===== src/rtl/lrt_pkg.sv =====
package lrt_pkg;

   typedef enum logic [2:0] {
      RQ_LOAD   = 3'd0,
      RQ_FETCH  = 3'd1,
      RQ_STORE  = 3'd2,
      RQ_RMW_RD = 3'd3,
      RQ_RMW_WR = 3'd4,
      RQ_LL     = 3'd5,
      RQ_SC     = 3'd6
   } rq_kind_e;

   typedef enum logic [1:0] {
      DN_FETCH  = 2'd0,
      DN_LOAD   = 2'd1,
      DN_STORE  = 2'd2,
      DN_ATOMIC = 2'd3
   } dn_cmd_e;

   typedef enum logic [2:0] {
      RS_OK     = 3'd0,
      RS_ALIAS  = 3'd1,
      RS_FULL   = 3'd2,
      RS_SCFAIL = 3'd3,
      RS_SPAN   = 3'd4
   } rs_code_e;

   // kinds tracked in the write table
   function automatic logic in_write_table(input logic [2:0] k);
      return (k >= 3'd2) && (k <= 3'd6);
   endfunction

   // incoming kinds counted as read-like when blocked by a write entry
   function automatic logic read_like(input logic [2:0] k);
      return (k == RQ_LOAD) || (k == RQ_FETCH) || (k == RQ_RMW_RD);
   endfunction

   // incoming kinds counted as write-like when blocked by a read entry
   function automatic logic write_like(input logic [2:0] k);
      return (k == RQ_STORE) || (k == RQ_RMW_WR);
   endfunction

   function automatic dn_cmd_e to_cmd(input logic [2:0] k);
      dn_cmd_e c;
      case (k)
         RQ_FETCH:  c = DN_FETCH;
         RQ_STORE:  c = DN_STORE;
         RQ_RMW_RD, RQ_RMW_WR, RQ_LL, RQ_SC: c = DN_ATOMIC;
         default:   c = DN_LOAD;
      endcase
      return c;
   endfunction

endpackage


===== src/rtl/lrt_table.sv =====
module lrt_table #(
   parameter int DEPTH  = 4,
   parameter int LW     = 26,
   parameter int IDW    = 8,
   parameter int SRCW   = 4,
   parameter int TSW    = 16,
   parameter int THRESH = 64,
   localparam int CW    = $clog2(DEPTH + 1)
) (
   input  logic            clk,
   input  logic            rst_n,
   input  logic [LW-1:0]   look_line,
   output logic            look_hit,
   input  logic            alloc_en,
   input  logic [LW-1:0]   alloc_line,
   input  logic [2:0]      alloc_kind,
   input  logic [IDW-1:0]  alloc_id,
   input  logic [SRCW-1:0] alloc_src,
   input  logic [TSW-1:0]  now,
   input  logic            free_en,
   input  logic [LW-1:0]   free_line,
   output logic            free_hit,
   output logic [2:0]      free_kind,
   output logic [IDW-1:0]  free_id,
   output logic [SRCW-1:0] free_src,
   output logic [TSW-1:0]  free_ts,
   output logic [CW-1:0]   count,
   output logic            full,
   output logic            aged
);

   localparam int IXW = (DEPTH > 1) ? $clog2(DEPTH) : 1;

   logic [DEPTH-1:0]           vld_q;
   logic [DEPTH-1:0][LW-1:0]   line_q;
   logic [DEPTH-1:0][2:0]      kind_q;
   logic [DEPTH-1:0][IDW-1:0]  id_q;
   logic [DEPTH-1:0][SRCW-1:0] src_q;
   logic [DEPTH-1:0][TSW-1:0]  ts_q;

   logic [DEPTH-1:0] look_m, free_m, old_m, slot_oh;
   logic [IXW-1:0]   free_ix;

   for (genvar e = 0; e < DEPTH; e++) begin : g_cmp
      assign look_m[e] = vld_q[e] && (line_q[e] == look_line);
      assign free_m[e] = vld_q[e] && (line_q[e] == free_line);
      assign old_m[e]  = vld_q[e] && ((now - ts_q[e]) >= TSW'(THRESH));
   end

   assign look_hit = |look_m;
   assign free_hit = |free_m;
   assign aged     = |old_m;
   assign full     = (count == CW'(DEPTH));

   // lowest free slot, one-hot
   always_comb begin
      slot_oh = '0;
      for (int e = DEPTH - 1; e >= 0; e--) begin
         if (!vld_q[e]) slot_oh = DEPTH'(1) << e;
      end
   end

   always_comb begin
      free_ix = '0;
      for (int e = 0; e < DEPTH; e++) begin
         if (free_m[e]) free_ix = IXW'(e);
      end
   end

   always_comb begin
      count = '0;
      for (int e = 0; e < DEPTH; e++) count = count + CW'(vld_q[e]);
   end

   assign free_kind = kind_q[free_ix];
   assign free_id   = id_q[free_ix];
   assign free_src  = src_q[free_ix];
   assign free_ts   = ts_q[free_ix];

   always_ff @(posedge clk or negedge rst_n) begin
      if (!rst_n) begin
         vld_q  <= '0;
         line_q <= '0;
         kind_q <= '0;
         id_q   <= '0;
         src_q  <= '0;
         ts_q   <= '0;
      end else begin
         for (int e = 0; e < DEPTH; e++) begin
            if (alloc_en && slot_oh[e]) begin
               vld_q[e]  <= 1'b1;
               line_q[e] <= alloc_line;
               kind_q[e] <= alloc_kind;
               id_q[e]   <= alloc_id;
               src_q[e]  <= alloc_src;
               ts_q[e]   <= now;
            end else if (free_en && free_m[e]) begin
               vld_q[e] <= 1'b0;
            end
         end
      end
   end

   AST_NO_OVERFLOW: assert property (@(posedge clk) disable iff (!rst_n)
      alloc_en |-> !full);

   AST_LINE_UNIQUE: assert property (@(posedge clk) disable iff (!rst_n)
      $onehot0(look_m));

   AST_MISS_KEEPS: assert property (@(posedge clk) disable iff (!rst_n)
      (free_en && !free_hit && !alloc_en) |=> (count == $past(count)));

endmodule


===== src/rtl/lrt_resv.sv =====
module lrt_resv #(
   parameter int LW   = 26,
   parameter int SRCW = 4
) (
   input  logic            clk,
   input  logic            rst_n,
   input  logic            set_en,
   input  logic [LW-1:0]   set_line,
   input  logic [SRCW-1:0] set_src,
   input  logic            clr_en,
   input  logic [LW-1:0]   chk_line,
   input  logic [SRCW-1:0] chk_src,
   output logic            own
);

   logic            vld_q;
   logic [LW-1:0]   line_q;
   logic [SRCW-1:0] src_q;

   assign own = vld_q && (line_q == chk_line) && (src_q == chk_src);

   always_ff @(posedge clk or negedge rst_n) begin
      if (!rst_n) begin
         vld_q  <= 1'b0;
         line_q <= '0;
         src_q  <= '0;
      end else if (set_en) begin
         vld_q  <= 1'b1;
         line_q <= set_line;
         src_q  <= set_src;
      end else if (clr_en) begin
         vld_q <= 1'b0;
      end
   end

   AST_RSV_CLEARED: assert property (@(posedge clk) disable iff (!rst_n)
      (clr_en && !set_en) |=> !vld_q);

   AST_RSV_TAKEN: assert property (@(posedge clk) disable iff (!rst_n)
      set_en |=> (vld_q && line_q == $past(set_line)));

endmodule


===== src/rtl/lrt_watchdog.sv =====
module lrt_watchdog #(
   parameter int PERIOD = 64,
   localparam int PW    = $clog2(PERIOD + 1)
) (
   input  logic clk,
   input  logic rst_n,
   input  logic busy,
   input  logic aged,
   output logic deadlock
);

   logic [PW-1:0] tick_q;

   always_ff @(posedge clk or negedge rst_n) begin
      if (!rst_n) begin
         tick_q   <= '0;
         deadlock <= 1'b0;
      end else if (!busy) begin
         tick_q <= '0;
      end else if (tick_q == PW'(PERIOD - 1)) begin
         tick_q <= '0;
         if (aged) deadlock <= 1'b1;
      end else begin
         tick_q <= tick_q + 1'b1;
      end
   end

   AST_DEADLOCK_HOLD: assert property (@(posedge clk) disable iff (!rst_n)
      deadlock |=> deadlock);

endmodule


===== src/rtl/line_req_tracker.sv =====
module line_req_tracker
   import lrt_pkg::*;
#(
   parameter int ADDR_W    = 32,
   parameter int BLK_BYTES = 64,
   parameter int LEN_W     = 7,
   parameter int RD_DEPTH  = 4,
   parameter int WR_DEPTH  = 4,
   parameter int MAX_OUT   = 6,
   parameter int ID_W      = 8,
   parameter int SRC_W     = 4,
   parameter int TS_W      = 16,
   parameter int DL_THRESH = 64,
   parameter int DL_PERIOD = 64,
   parameter int STALL_W   = 16
) (
   input  logic                                   clk,
   input  logic                                   rst_n,
   input  logic                                   req_valid,
   input  logic [2:0]                             req_kind,
   input  logic [ADDR_W-1:0]                      req_addr,
   input  logic [LEN_W-1:0]                       req_len,
   input  logic [1:0]                             req_mode,
   input  logic [SRC_W-1:0]                       req_src,
   output logic                                   rsp_valid,
   output logic [2:0]                             rsp_code,
   output logic [ID_W-1:0]                        rsp_id,
   output logic                                   dn_valid,
   output logic [1:0]                             dn_cmd,
   output logic [ADDR_W-$clog2(BLK_BYTES)-1:0]    dn_line,
   output logic                                   dn_supv,
   output logic [ID_W-1:0]                        dn_id,
   input  logic                                   cpl_valid,
   input  logic                                   cpl_write,
   input  logic [ADDR_W-$clog2(BLK_BYTES)-1:0]    cpl_line,
   output logic                                   done_valid,
   output logic [ID_W-1:0]                        done_id,
   output logic [2:0]                             done_kind,
   output logic                                   lat_valid,
   output logic [TS_W-1:0]                        lat_cycles,
   output logic                                   cpl_err,
   output logic                                   deadlock,
   output logic [STALL_W-1:0]                     stl_wr_rd,
   output logic [STALL_W-1:0]                     stl_wr_wr,
   output logic [STALL_W-1:0]                     stl_rd_wr,
   output logic [STALL_W-1:0]                     stl_rd_rd
);

   localparam int OFF_W  = $clog2(BLK_BYTES);
   localparam int LINE_W = ADDR_W - OFF_W;
   localparam int RCW    = $clog2(RD_DEPTH + 1);
   localparam int WCW    = $clog2(WR_DEPTH + 1);
   localparam int TOT_W  = $clog2(RD_DEPTH + WR_DEPTH + 1);

   // elaboration-time parameter checks
   if (BLK_BYTES < 2 || (BLK_BYTES & (BLK_BYTES - 1)) != 0) begin : g_bad_blk
      $error("BLK_BYTES must be a power of two of at least 2");
   end
   if (MAX_OUT < 1 || MAX_OUT > RD_DEPTH + WR_DEPTH) begin : g_bad_max
      $error("MAX_OUT must lie between 1 and the sum of both depths");
   end
   if ((1 << LEN_W) <= BLK_BYTES) begin : g_bad_len
      $error("LEN_W must be wide enough to express a whole block");
   end
   if (DL_THRESH < 1 || DL_THRESH >= (1 << TS_W)) begin : g_bad_thr
      $error("DL_THRESH must fit below the timestamp range");
   end
   if (DL_PERIOD < 1) begin : g_bad_per
      $error("DL_PERIOD must be positive");
   end

   // ---------------- request decode ----------------
   logic [LINE_W-1:0] req_line;
   logic [OFF_W-1:0]  req_off;
   logic              span_bad, wcls, tot_full, tab_full, sc_own;
   logic              rd_hit, wr_hit, accept;
   rs_code_e          dec_code;

   assign req_line = req_addr[ADDR_W-1:OFF_W];
   assign req_off  = req_addr[OFF_W-1:0];
   assign span_bad = (int'(req_off) + int'(req_len)) > BLK_BYTES;
   assign wcls     = in_write_table(req_kind);

   logic [RCW-1:0]   rd_cnt;
   logic [WCW-1:0]   wr_cnt;
   logic [TOT_W-1:0] tot_cnt;
   logic             rd_full, wr_full, rd_aged, wr_aged;

   assign tot_cnt  = TOT_W'(rd_cnt) + TOT_W'(wr_cnt);
   assign tot_full = int'(tot_cnt) >= MAX_OUT;
   assign tab_full = wcls ? wr_full : rd_full;

   always_comb begin
      if (span_bad)                          dec_code = RS_SPAN;
      else if (wr_hit || rd_hit)             dec_code = RS_ALIAS;
      else if (tot_full || tab_full)         dec_code = RS_FULL;
      else if (req_kind == RQ_SC && !sc_own) dec_code = RS_SCFAIL;
      else                                   dec_code = RS_OK;
   end

   assign accept = req_valid && (dec_code == RS_OK);

   // ---------------- completion select ----------------
   logic              rd_fhit, wr_fhit, sel_hit, cpl_hit;
   logic [2:0]        rd_fkind, wr_fkind, sel_kind;
   logic [ID_W-1:0]   rd_fid, wr_fid, sel_id;
   logic [SRC_W-1:0]  rd_fsrc, wr_fsrc, sel_src;
   logic [TS_W-1:0]   rd_fts, wr_fts, sel_ts, lat_now;

   assign sel_hit  = cpl_write ? wr_fhit  : rd_fhit;
   assign sel_kind = cpl_write ? wr_fkind : rd_fkind;
   assign sel_id   = cpl_write ? wr_fid   : rd_fid;
   assign sel_src  = cpl_write ? wr_fsrc  : rd_fsrc;
   assign sel_ts   = cpl_write ? wr_fts   : rd_fts;
   assign cpl_hit  = cpl_valid && sel_hit;

   logic [TS_W-1:0] now_q;
   logic [ID_W-1:0] id_q;

   assign lat_now = now_q - sel_ts;

   // ---------------- tables ----------------
   lrt_table #(
      .DEPTH(RD_DEPTH), .LW(LINE_W), .IDW(ID_W), .SRCW(SRC_W),
      .TSW(TS_W), .THRESH(DL_THRESH)
   ) u_rd_tab (
      .clk(clk), .rst_n(rst_n),
      .look_line(req_line), .look_hit(rd_hit),
      .alloc_en(accept && !wcls), .alloc_line(req_line), .alloc_kind(req_kind),
      .alloc_id(id_q), .alloc_src(req_src), .now(now_q),
      .free_en(cpl_valid && !cpl_write), .free_line(cpl_line), .free_hit(rd_fhit),
      .free_kind(rd_fkind), .free_id(rd_fid), .free_src(rd_fsrc), .free_ts(rd_fts),
      .count(rd_cnt), .full(rd_full), .aged(rd_aged)
   );

   lrt_table #(
      .DEPTH(WR_DEPTH), .LW(LINE_W), .IDW(ID_W), .SRCW(SRC_W),
      .TSW(TS_W), .THRESH(DL_THRESH)
   ) u_wr_tab (
      .clk(clk), .rst_n(rst_n),
      .look_line(req_line), .look_hit(wr_hit),
      .alloc_en(accept && wcls), .alloc_line(req_line), .alloc_kind(req_kind),
      .alloc_id(id_q), .alloc_src(req_src), .now(now_q),
      .free_en(cpl_valid && cpl_write), .free_line(cpl_line), .free_hit(wr_fhit),
      .free_kind(wr_fkind), .free_id(wr_fid), .free_src(wr_fsrc), .free_ts(wr_fts),
      .count(wr_cnt), .full(wr_full), .aged(wr_aged)
   );

   lrt_resv #(.LW(LINE_W), .SRCW(SRC_W)) u_resv (
      .clk(clk), .rst_n(rst_n),
      .set_en(cpl_hit && sel_kind == RQ_LL), .set_line(cpl_line), .set_src(sel_src),
      .clr_en(accept && req_kind == RQ_SC),
      .chk_line(req_line), .chk_src(req_src), .own(sc_own)
   );

   lrt_watchdog #(.PERIOD(DL_PERIOD)) u_wdog (
      .clk(clk), .rst_n(rst_n),
      .busy((rd_cnt != '0) || (wr_cnt != '0)),
      .aged(rd_aged || wr_aged),
      .deadlock(deadlock)
   );

   // ---------------- registered outputs ----------------
   always_ff @(posedge clk or negedge rst_n) begin
      if (!rst_n) begin
         now_q      <= '0;
         id_q       <= '0;
         rsp_valid  <= 1'b0;
         rsp_code   <= '0;
         rsp_id     <= '0;
         dn_valid   <= 1'b0;
         dn_cmd     <= '0;
         dn_line    <= '0;
         dn_supv    <= 1'b0;
         dn_id      <= '0;
         done_valid <= 1'b0;
         done_id    <= '0;
         done_kind  <= '0;
         lat_valid  <= 1'b0;
         lat_cycles <= '0;
         cpl_err    <= 1'b0;
         stl_wr_rd  <= '0;
         stl_wr_wr  <= '0;
         stl_rd_wr  <= '0;
         stl_rd_rd  <= '0;
      end else begin
         now_q     <= now_q + 1'b1;
         rsp_valid <= req_valid;
         rsp_code  <= req_valid ? dec_code : RS_OK;
         rsp_id    <= accept ? id_q : '0;
         dn_valid  <= accept;
         dn_cmd    <= accept ? to_cmd(req_kind) : DN_FETCH;
         dn_line   <= accept ? req_line : '0;
         dn_supv   <= accept && (req_mode == 2'd1);
         dn_id     <= accept ? id_q : '0;
         if (accept) id_q <= id_q + 1'b1;

         if (req_valid && dec_code == RS_ALIAS) begin
            if (wr_hit) begin
               if (read_like(req_kind)) stl_wr_rd <= stl_wr_rd + 1'b1;
               else                     stl_wr_wr <= stl_wr_wr + 1'b1;
            end else begin
               if (write_like(req_kind)) stl_rd_wr <= stl_rd_wr + 1'b1;
               else                      stl_rd_rd <= stl_rd_rd + 1'b1;
            end
         end

         done_valid <= cpl_hit;
         done_id    <= cpl_hit ? sel_id : '0;
         done_kind  <= cpl_hit ? sel_kind : '0;
         lat_valid  <= cpl_hit && (lat_now != '0);
         lat_cycles <= cpl_hit ? lat_now : '0;
         cpl_err    <= cpl_valid && !sel_hit;
      end
   end

   AST_SPAN_REFUSED: assert property (@(posedge clk) disable iff (!rst_n)
      (req_valid && span_bad) |=> (rsp_code == RS_SPAN && !dn_valid));

   AST_ALIAS_REFUSED: assert property (@(posedge clk) disable iff (!rst_n)
      (req_valid && !span_bad && (wr_hit || rd_hit)) |=> (rsp_code == RS_ALIAS));

   AST_TOTAL_CAP: assert property (@(posedge clk) disable iff (!rst_n)
      int'(tot_cnt) <= MAX_OUT);

   AST_REJECT_SILENT: assert property (@(posedge clk) disable iff (!rst_n)
      (rsp_valid && rsp_code != RS_OK) |-> !dn_valid);

   AST_LAT_NONZERO: assert property (@(posedge clk) disable iff (!rst_n)
      lat_valid |-> (done_valid && lat_cycles != '0));

   AST_ERR_EXCLUSIVE: assert property (@(posedge clk) disable iff (!rst_n)
      cpl_err |-> !done_valid);

endmodule


===== config.mk =====
export PLATFORM = sky130hd
export DESIGN_NAME = line_req_tracker
export DESIGN_NICKNAME = d
export VERILOG_FILES = /design/src/rtl/lrt_pkg.sv /design/src/rtl/lrt_table.sv /design/src/rtl/lrt_resv.sv /design/src/rtl/lrt_watchdog.sv /design/src/rtl/line_req_tracker.sv
export SDC_FILE = /design/constraint.sdc
export NUM_CORES = 2
export LEC_CHECK = 0
export BUFFER_PORTS_ARGS = -buffer_cell sky130_fd_sc_hd__buf_2
export CORE_ASPECT_RATIO = 1.4
export CORE_MARGIN = 8
export CORE_UTILIZATION = 33
export CTS_BUF_LIST = sky130_fd_sc_hd__clkbuf_2 sky130_fd_sc_hd__clkbuf_4 sky130_fd_sc_hd__clkbuf_8
export CTS_CLUSTER_SIZE = 20
export DETAILED_ROUTE_END_ITERATION = 16
export GPL_TIMING_DRIVEN = 0
export SLEW_MARGIN = 20
export SYNTH_ARGS = -nofsm -noshare
export SYNTH_HDL_FRONTEND = slang
export SYNTH_HIERARCHICAL = 1
export SYNTH_SLANG_ARGS = --single-unit
export TNS_END_PERCENT = 20

===== constraint.sdc =====
create_clock -name clk -period 12.15 [get_ports clk]
set_input_delay 2.43 -clock clk [delete_from_list [all_inputs] [get_ports clk]]
set_output_delay 2.43 -clock clk [all_outputs]
set_load 0.01 [all_outputs]

* Word level (Yosys, flattened, before mapping)
Cells that the tools add are included.
Storage, ports and cells: logic and storage cells 304, flip-flop bits (word level) 663, output and inout port bits 145
Operators by class: add/subtract/negate cells 24, reductions and logical operators 93, equality and inequality tests 30, $lt $le $gt $ge 14, bitwise operators 3, mux-type cells 68
Operators with widths (count):
- $eq A26 B26 Y1 | 17
- $sub A16 B16 Y16 | 9
- $ge A16 B7 Y1 const B | 8
- $add A16 B1 Y16 const B | 5
- $bmux W16 S2 | 2
- $mux W16 | 4
- $logic_and A1 B1 Y1 | 56
- $mux W4 | 11
- $mux W8 | 5
- $bmux W8 S2 | 2
- $reduce_or A4 Y1 | 7
- $mux W26 | 1
- $mux W1 | 22
- $eq A3 B3 Y1 const B | 6
- $mux W3 | 6
- $reduce_bool A2 Y1 | 9
- $bmux W4 S2 | 2
- $mux W2 | 8
- $reduce_bool A16 Y1 | 1
- $reduce_and A3 Y1 | 5
- $mux W7 | 2
- $add A3 B1 Y3 | 4
- $bmux W3 S2 | 2
- $add A6 B7 Y8 | 1
- 20 further kinds | 37

* Depth between registers and ports, before layout
depth in word-level cells 14, mapped depth 23

* By module
The synthesis kept the hierarchy.
By module, submodules not included:
- lrt_table at u_rd_tab | instances 1, area each 15558.7 um2, cells an instance 1533, sequential area each 5805.6 um2
- lrt_table at u_wr_tab | instances 1, area each 15050.7 um2, cells an instance 1477, sequential area each 5805.6 um2
- line_req_tracker | instances 1, area each 7943.9 um2, cells an instance 732, sequential area each 4003.8 um2
- lrt_resv | instances 1, area each 1468.9 um2, cells an instance 106, sequential area each 775.7 um2
- lrt_watchdog | instances 1, area each 344.1 um2, cells an instance 28, sequential area each 200.2 um2

* Worst setup path before layout
No wires, ideal clock.
path type input-to-reg, start point input cpl_line[20], end point register lat_valid, path buffers 2, data required time 12.013 ns, data arrival time 6.267 ns, cell stages on the path 22, setup time 0.137 ns, setup slack 5.746 ns, cells stage by stage clkbuf_1 -> xnor2_1 -> nor4b_2 -> nand4_1 -> nor4_1 -> nand4_4 -> nand3_4 -> buf_8 -> o22ai_1 -> a21oi_1 -> mux2_2 -> ha_1 -> inv_1 -> fa_1 -> a21oi_1 -> o211ai_1 -> a211oi_1 -> o21bai_1 -> a21o_1 -> xnor2_1 -> and4b_1 -> a31oi_1
On the way: longest elaborated chain between the ends 11, elaborated cells on any way between the ends 34
Ends and longest elaborated chain:
- start, declared | line line_req_tracker.sv:35 | input logic [ADDR_W-$clog2(BLK_BYTES)-1:0] cpl_line,
- $eq A26 B26 Y1 | line lrt_table.sv:46 | assign free_m[e] = vld_q[e] && (line_q[e] == free_line);
- $logic_and A1 B1 Y1 | line lrt_table.sv:46
- $mux W1 | line lrt_table.sv:66 | if (free_m[e]) free_ix = IXW'(e);
- $mux W2 | line lrt_table.sv:66
- $mux W2 * | line lrt_table.sv:66
- $bmux W16 S2 * | line lrt_table.sv:78 | assign free_ts = ts_q[free_ix];
- $mux W16 (not written as such) * | line lrt_table.sv:78
- named net wr_fts[0] | line line_req_tracker.sv:108 | logic [TS_W-1:0] rd_fts, wr_fts, sel_ts, lat_now;
- $mux W16 * | line line_req_tracker.sv:114 | assign sel_ts = cpl_write ? wr_fts : rd_fts;
- $sub A16 B16 Y16 * | line line_req_tracker.sv:120 | assign lat_now = now_q - sel_ts;
- $reduce_bool A16 Y1 * | line line_req_tracker.sv:211 | lat_valid <= cpl_hit && (lat_now != '0);
- $logic_and A1 B1 Y1 * | line line_req_tracker.sv:211
- end signal, assigned | line line_req_tracker.sv:211
- end, declared | line line_req_tracker.sv:39 | output logic lat_valid,
Mark *: on every way through the listed nets, which the timed path passes. The rest lies on a longest branch. The select of a mux whose other input is x is not followed. A chain may end at the register's enable or synchronous reset.

* Worst setup path after layout
start point input req_addr[27], end point register u_rd_tab/line_q[98] in the netlist's numbering
On the way: longest elaborated chain between the ends 13, elaborated cells on any way between the ends 32
Ends and longest elaborated chain:
- start, declared | line line_req_tracker.sv:21 | input logic [ADDR_W-1:0] req_addr,
- $eq A26 B26 Y1 | line lrt_resv.sv:20 | assign own = vld_q && (line_q == chk_line) && (src_q == chk_src);
- $logic_and A1 B1 Y1 (2 in series) | line lrt_resv.sv:20
- named net sc_own | line line_req_tracker.sv:75 | logic span_bad, wcls, tot_full, tab_full, sc_own;
- $logic_not A1 Y1 | line line_req_tracker.sv:97 | else if (req_kind == RQ_SC && !sc_own) dec_code = RS_SCFAIL;
- $logic_and A1 B1 Y1 | line line_req_tracker.sv:97
- $mux W2 | line line_req_tracker.sv:97
- $mux W2 | line line_req_tracker.sv:96 | else if (tot_full || tab_full) dec_code = RS_FULL;
- $mux W2 | line line_req_tracker.sv:95 | else if (wr_hit || rd_hit) dec_code = RS_ALIAS;
- $mux W3 | line line_req_tracker.sv:94 | if (span_bad) dec_code = RS_SPAN;
- $logic_not A3 Y1 | line line_req_tracker.sv:101 | assign accept = req_valid && (dec_code == RS_OK);
- $logic_and A1 B1 Y1 | line line_req_tracker.sv:101
- $logic_and A1 B1 Y1 | line line_req_tracker.sv:129 | .alloc_en(accept && !wcls), .alloc_line(req_line), .alloc_kind(req_kind),
- $logic_and A1 B1 Y1 | line lrt_table.sv:90 | if (alloc_en && slot_oh[e]) begin
- end signal, assigned by index | line lrt_table.sv:92 | line_q[e] <= alloc_line;
- end, declared | line lrt_table.sv:35 | logic [DEPTH-1:0][LW-1:0] line_q;
The timed path passes the listed nets, and every way through them passes these cells.

==> metrics.log <==
[metrics] Arr. time, crit path: about 8.9 ns
[metrics] growth of design area from synthesis to finish: 14.6%
[metrics] class of the tightest hold or removal check: flip-flop to flip-flop
[metrics] pin count of the biggest net entering global routing: 97
[metrics] number of max-slew violations in the final report: 0
[metrics] CORE AREA: ~120000 um2
[metrics] dominant cell by count in the synthesized netlist: dfrtp_1
[metrics] critical path class: input pin to flip-flop
[metrics] clock latency of the later-clocked register in the worst-skew pair: about 0.83 ns
[metrics] cells on worst reg2reg path: 19
[metrics] most frequent cell on the critical path: nor2_1
[metrics] NetSw: about 3000 uW
[metrics] count of state elements after synthesis: between 600 and 700
[metrics] sequential share of power: 38.6%
[metrics] total global routing overflow: 0
[metrics] fin cells: between 5000 and 6000
[metrics] Synth Flop Type: dfrtp_1
[metrics] cells traversed along the worst timing path: buf_2 -> xnor2_1 -> nand4_1 -> or4_1 -> nor4_2 -> nor2_1 -> nor2_1 -> nand3_1 -> a21oi_4 -> clkbuf_1 -> and2_1 -> and3_1 -> nand2_1 -> nor2_1 -> clkbuf_1 -> mux2_2
[metrics] largest vdd supply drop: 122 uV
[metrics] final worst clock skew: 0.0573 ns
[metrics] crit path time final: roughly 8.3 ns
[metrics] commonest cells in the synthesized netlist: dfrtp_1, mux2_2, xnor2_1
[metrics] Setup WS pre-CTS: a little under 3 ns
[metrics] Max Fclk: between 100 and 150 MHz
[metrics] final weighted congestion in routability-driven placement: roughly 0.93
[metrics] via count normalized by instance count: ~5.4
[metrics] total wire length: between 100000 and 150000 um
[metrics] cell count after placement: 5722
[metrics] buffers plus inverters on the worst setup path: 3
[metrics] total number of H-tree levels: 3
[metrics] portion of the post-synthesis area used by sequential elements: 41.1%
[metrics] root buffer selected by CTS: clkbuf_8
[metrics] total power per unit cell area: about 180 nW/um2
[metrics] hold-fix buffer count after cts: 0
[metrics] combinational group share of total power: roughly 34%
[metrics] initial core utilization: about 33%
[metrics] number of library cell types mapped by synthesis: ~100
[metrics] setup repair after global routing missed its margin: no
[metrics] Worst Hold Depth: 1
[metrics] area of the mapped netlist: 40400 um2
[metrics] cell count along the critical path: 16
[metrics] Slew @ Worst Pin: 1.14 ns
[metrics] final-layout setup total negative slack: 0 ns
[metrics] port bufs: between 200 and 250
[metrics] post-DP HPWL: 103000 um
[metrics] total via count in the routed design: 32000
[metrics] synthesized net count: around 4100
[metrics] fraction of synthesized cell area taken by the top area cell type: roughly two fifths
[metrics] element type at the critical path start: input pin
[metrics] Post-synth EDFFs: 0
[metrics] clock transition at the registers of the reported paths: about 0.060 ns
[metrics] average wire length per cell after detail routing: approximately 24 um
[metrics] placement row count: 152
[metrics] switching share of total power: a little under two fifths
[metrics] all-layer global routing usage: 20.3%
[metrics] initial DRC count: around 2400
[metrics] multi-input combinational cell area: 22300 um2
[metrics] I/O pin total: approximately 220
[metrics] yosys synthesis warning count: 6
[metrics] Cell Int Power: between 5000 and 6000 uW
[metrics] DRC Markers: 0
[metrics] asr flop ratio synth: between 90% and 100%
[metrics] nets@finish: 4465
[metrics] Die Footprint: approximately 130000 um2
[metrics] Die Y: roughly 430 um
[metrics] TritonRoute pass-1 iters: 6
[metrics] CTS buffer count: between 100 and 150
[metrics] leakage power: between 0.02 and 0.025 uW
[metrics] number of endpoints with negative hold slack in the final report: 0
[metrics] total setup violations reported at the end of the flow: 0
[metrics] outcome: complete, no violations
[metrics] CTS Buffer Depth: 3
[metrics] proportion of layout cells with a drive suffix above 1: 23.5%
[metrics] Req. time, crit path: around 13 ns
[metrics] area post-placement: about 44000 um2
[metrics] final-layout fill cell count: around 12000
[metrics] worst hold slack: 0.459 ns
[metrics] largest stage delay on the critical path: just over 0.7 ns
[metrics] post-CTS sizing: 0
[metrics] cells taking the most area after synthesis: dfrtp_1, mux2_2, xnor2_1
[metrics] clock share of power: between 20% and 30%
[metrics] critical-path maximum fanout: 18
[metrics] TritonCTS clock tree: done
[metrics] kind of end point of the critical path: flip-flop
[metrics] mean area per synthesized cell: 10.4 um2
[metrics] share of the cycle needed by the critical path after routing: between 60% and 70%
[metrics] wire length of the first global-routing pass: 208000 um
[metrics] number of clock sinks: 663
[metrics] Routed Antenna Nets: 0
[metrics] via count of the first global-routing pass: between 30000 and 40000
[metrics] standard cell with the maximum stage delay on the critical path: a21oi_4
[metrics] initial antenna violation count: 9
[metrics] delay-heaviest family, CP: simple AND/OR/NAND/NOR gates
[metrics] die span in x: just over 300 um
[metrics] Syn Inst Count: between 3000 and 4000
[metrics] max-cap violations: 0
[metrics] setup slack of the critical path after layout: between 3 and 4 ns
[metrics] relative slew slack: between 20% and 30%
[metrics] FF+latch area: about 17000 um2
[metrics] post-CTS repair timing setup buffer count: 0
[metrics] largest area contributor in the synthesized netlist: dfrtp_1
[metrics] fin area: about 46000 um2
cells in the final DEF, fill, tap and decap left out, types with 124 or more instances in the layout:
cell type and count:
xor2_1 262, clkbuf_8 142, inv_1 179, o21ai_0 155, ha_1 157, nand2_1 229, buf_2 243, a21oi_1 153
dfrtp_1 658, nor2_1 165, mux2_2 435, nand4_1 124, xnor2_1 319
kinds of logic (layout without fill, tap and decap cells):
kind of cell / after synthesis / after routing / synth area share [%]
compound gates: 644 / 644 / 10.8
fa+ha+maj: 170 / 170 / 5.51
simple gates: 978 / 978 / 12.9
buf+inv: 355 / 787 / 3.65
flops: 663 / 663 / 41.1
xor+xnor: 583 / 583 / 12.7
mux: 483 / 483 / 13.3
other cells: 0 / 8 / 0
power groups by stage:
stage	Sequential, uW	Clock, uW	Combinational [uW]
2_1_floorplan	3100	0	1980
3_3_place_gp	3210	0	2750
3_5_place_dp	3220	0	2800
4_1_cts	3190	2320	2820
5_1_grt	3260	2400	3070
6_report	3190	2260	2830
area by class of cell:
class / instances / share of cell area, %
clock inverters: 39 / 0.836
inverters: 181 / 1.47
plain buffers: 174 / 1.72
well taps: 1617 / 4.38
repair buffers: 229 / 2.84
multi-input cells: 2858 / 48.2
clock buffers: 164 / 4.58
diodes: 8 / 0.0433
flip-flops and latches: 663 / 35.9
per-layer routing:
metal / GRT usage [%] / vias to the layer above / wire [um]
li1: - / 14500 / -
met1: 23.8 / 16100 / 54900
met2: 35.0 / 1068 / 68900
met3: 3.57 / 361 / 8170
met4: 11.1 / 2 / 8340
met5: 0 / - / 11
path summary, 6_finish.rpt:
kind	start	endpoint	slack, ns
max in group asynchronous	rst_n	u_rd_tab/line_q[95]$_DFFE_PN0P_	8.79
setup / recovery	req_addr[27]	u_rd_tab/line_q[98]$_DFFE_PN0P_	3.89
hold / removal	u_wdog/deadlock$_DFFE_PN0P_	u_wdog/deadlock$_DFFE_PN0P_	0.46
setup reg to reg	u_rd_tab/vld_q[1]$_DFFE_PN0P_	u_rd_tab/line_q[98]$_DFFE_PN0P_	4.88
min in group asynchronous	rst_n	dn_id[0]$_DFF_PN0_	1.59
hold reg to reg	u_wdog/deadlock$_DFFE_PN0P_	u_wdog/deadlock$_DFFE_PN0P_	0.46
through the flow:
step / power [uW] / util [%]
2_1_floorplan: 5070 / -
3_5_place_dp: 6020 / 35.9
6_report: 8280 / 37.9
4_1_cts: 8320 / 37.9
3_3_place_gp: 5960 / 35.7
5_1_grt: 8720 / 37.9
flip-flops by register name, indices dropped and copies added (netlist names), 26 cells and up:
| register | flops |
|---|---|
| u_rd_tab/id_q | 32 |
| u_wr_tab/id_q | 32 |
| u_wr_tab/ts_q | 64 |
| u_wr_tab/line_q | 104 |
| dn_line | 26 |
| u_resv/line_q | 26 |
| u_rd_tab/line_q | 104 |
| u_rd_tab/ts_q | 64 |
Note: power is estimated with default switching activity, not from simulation.
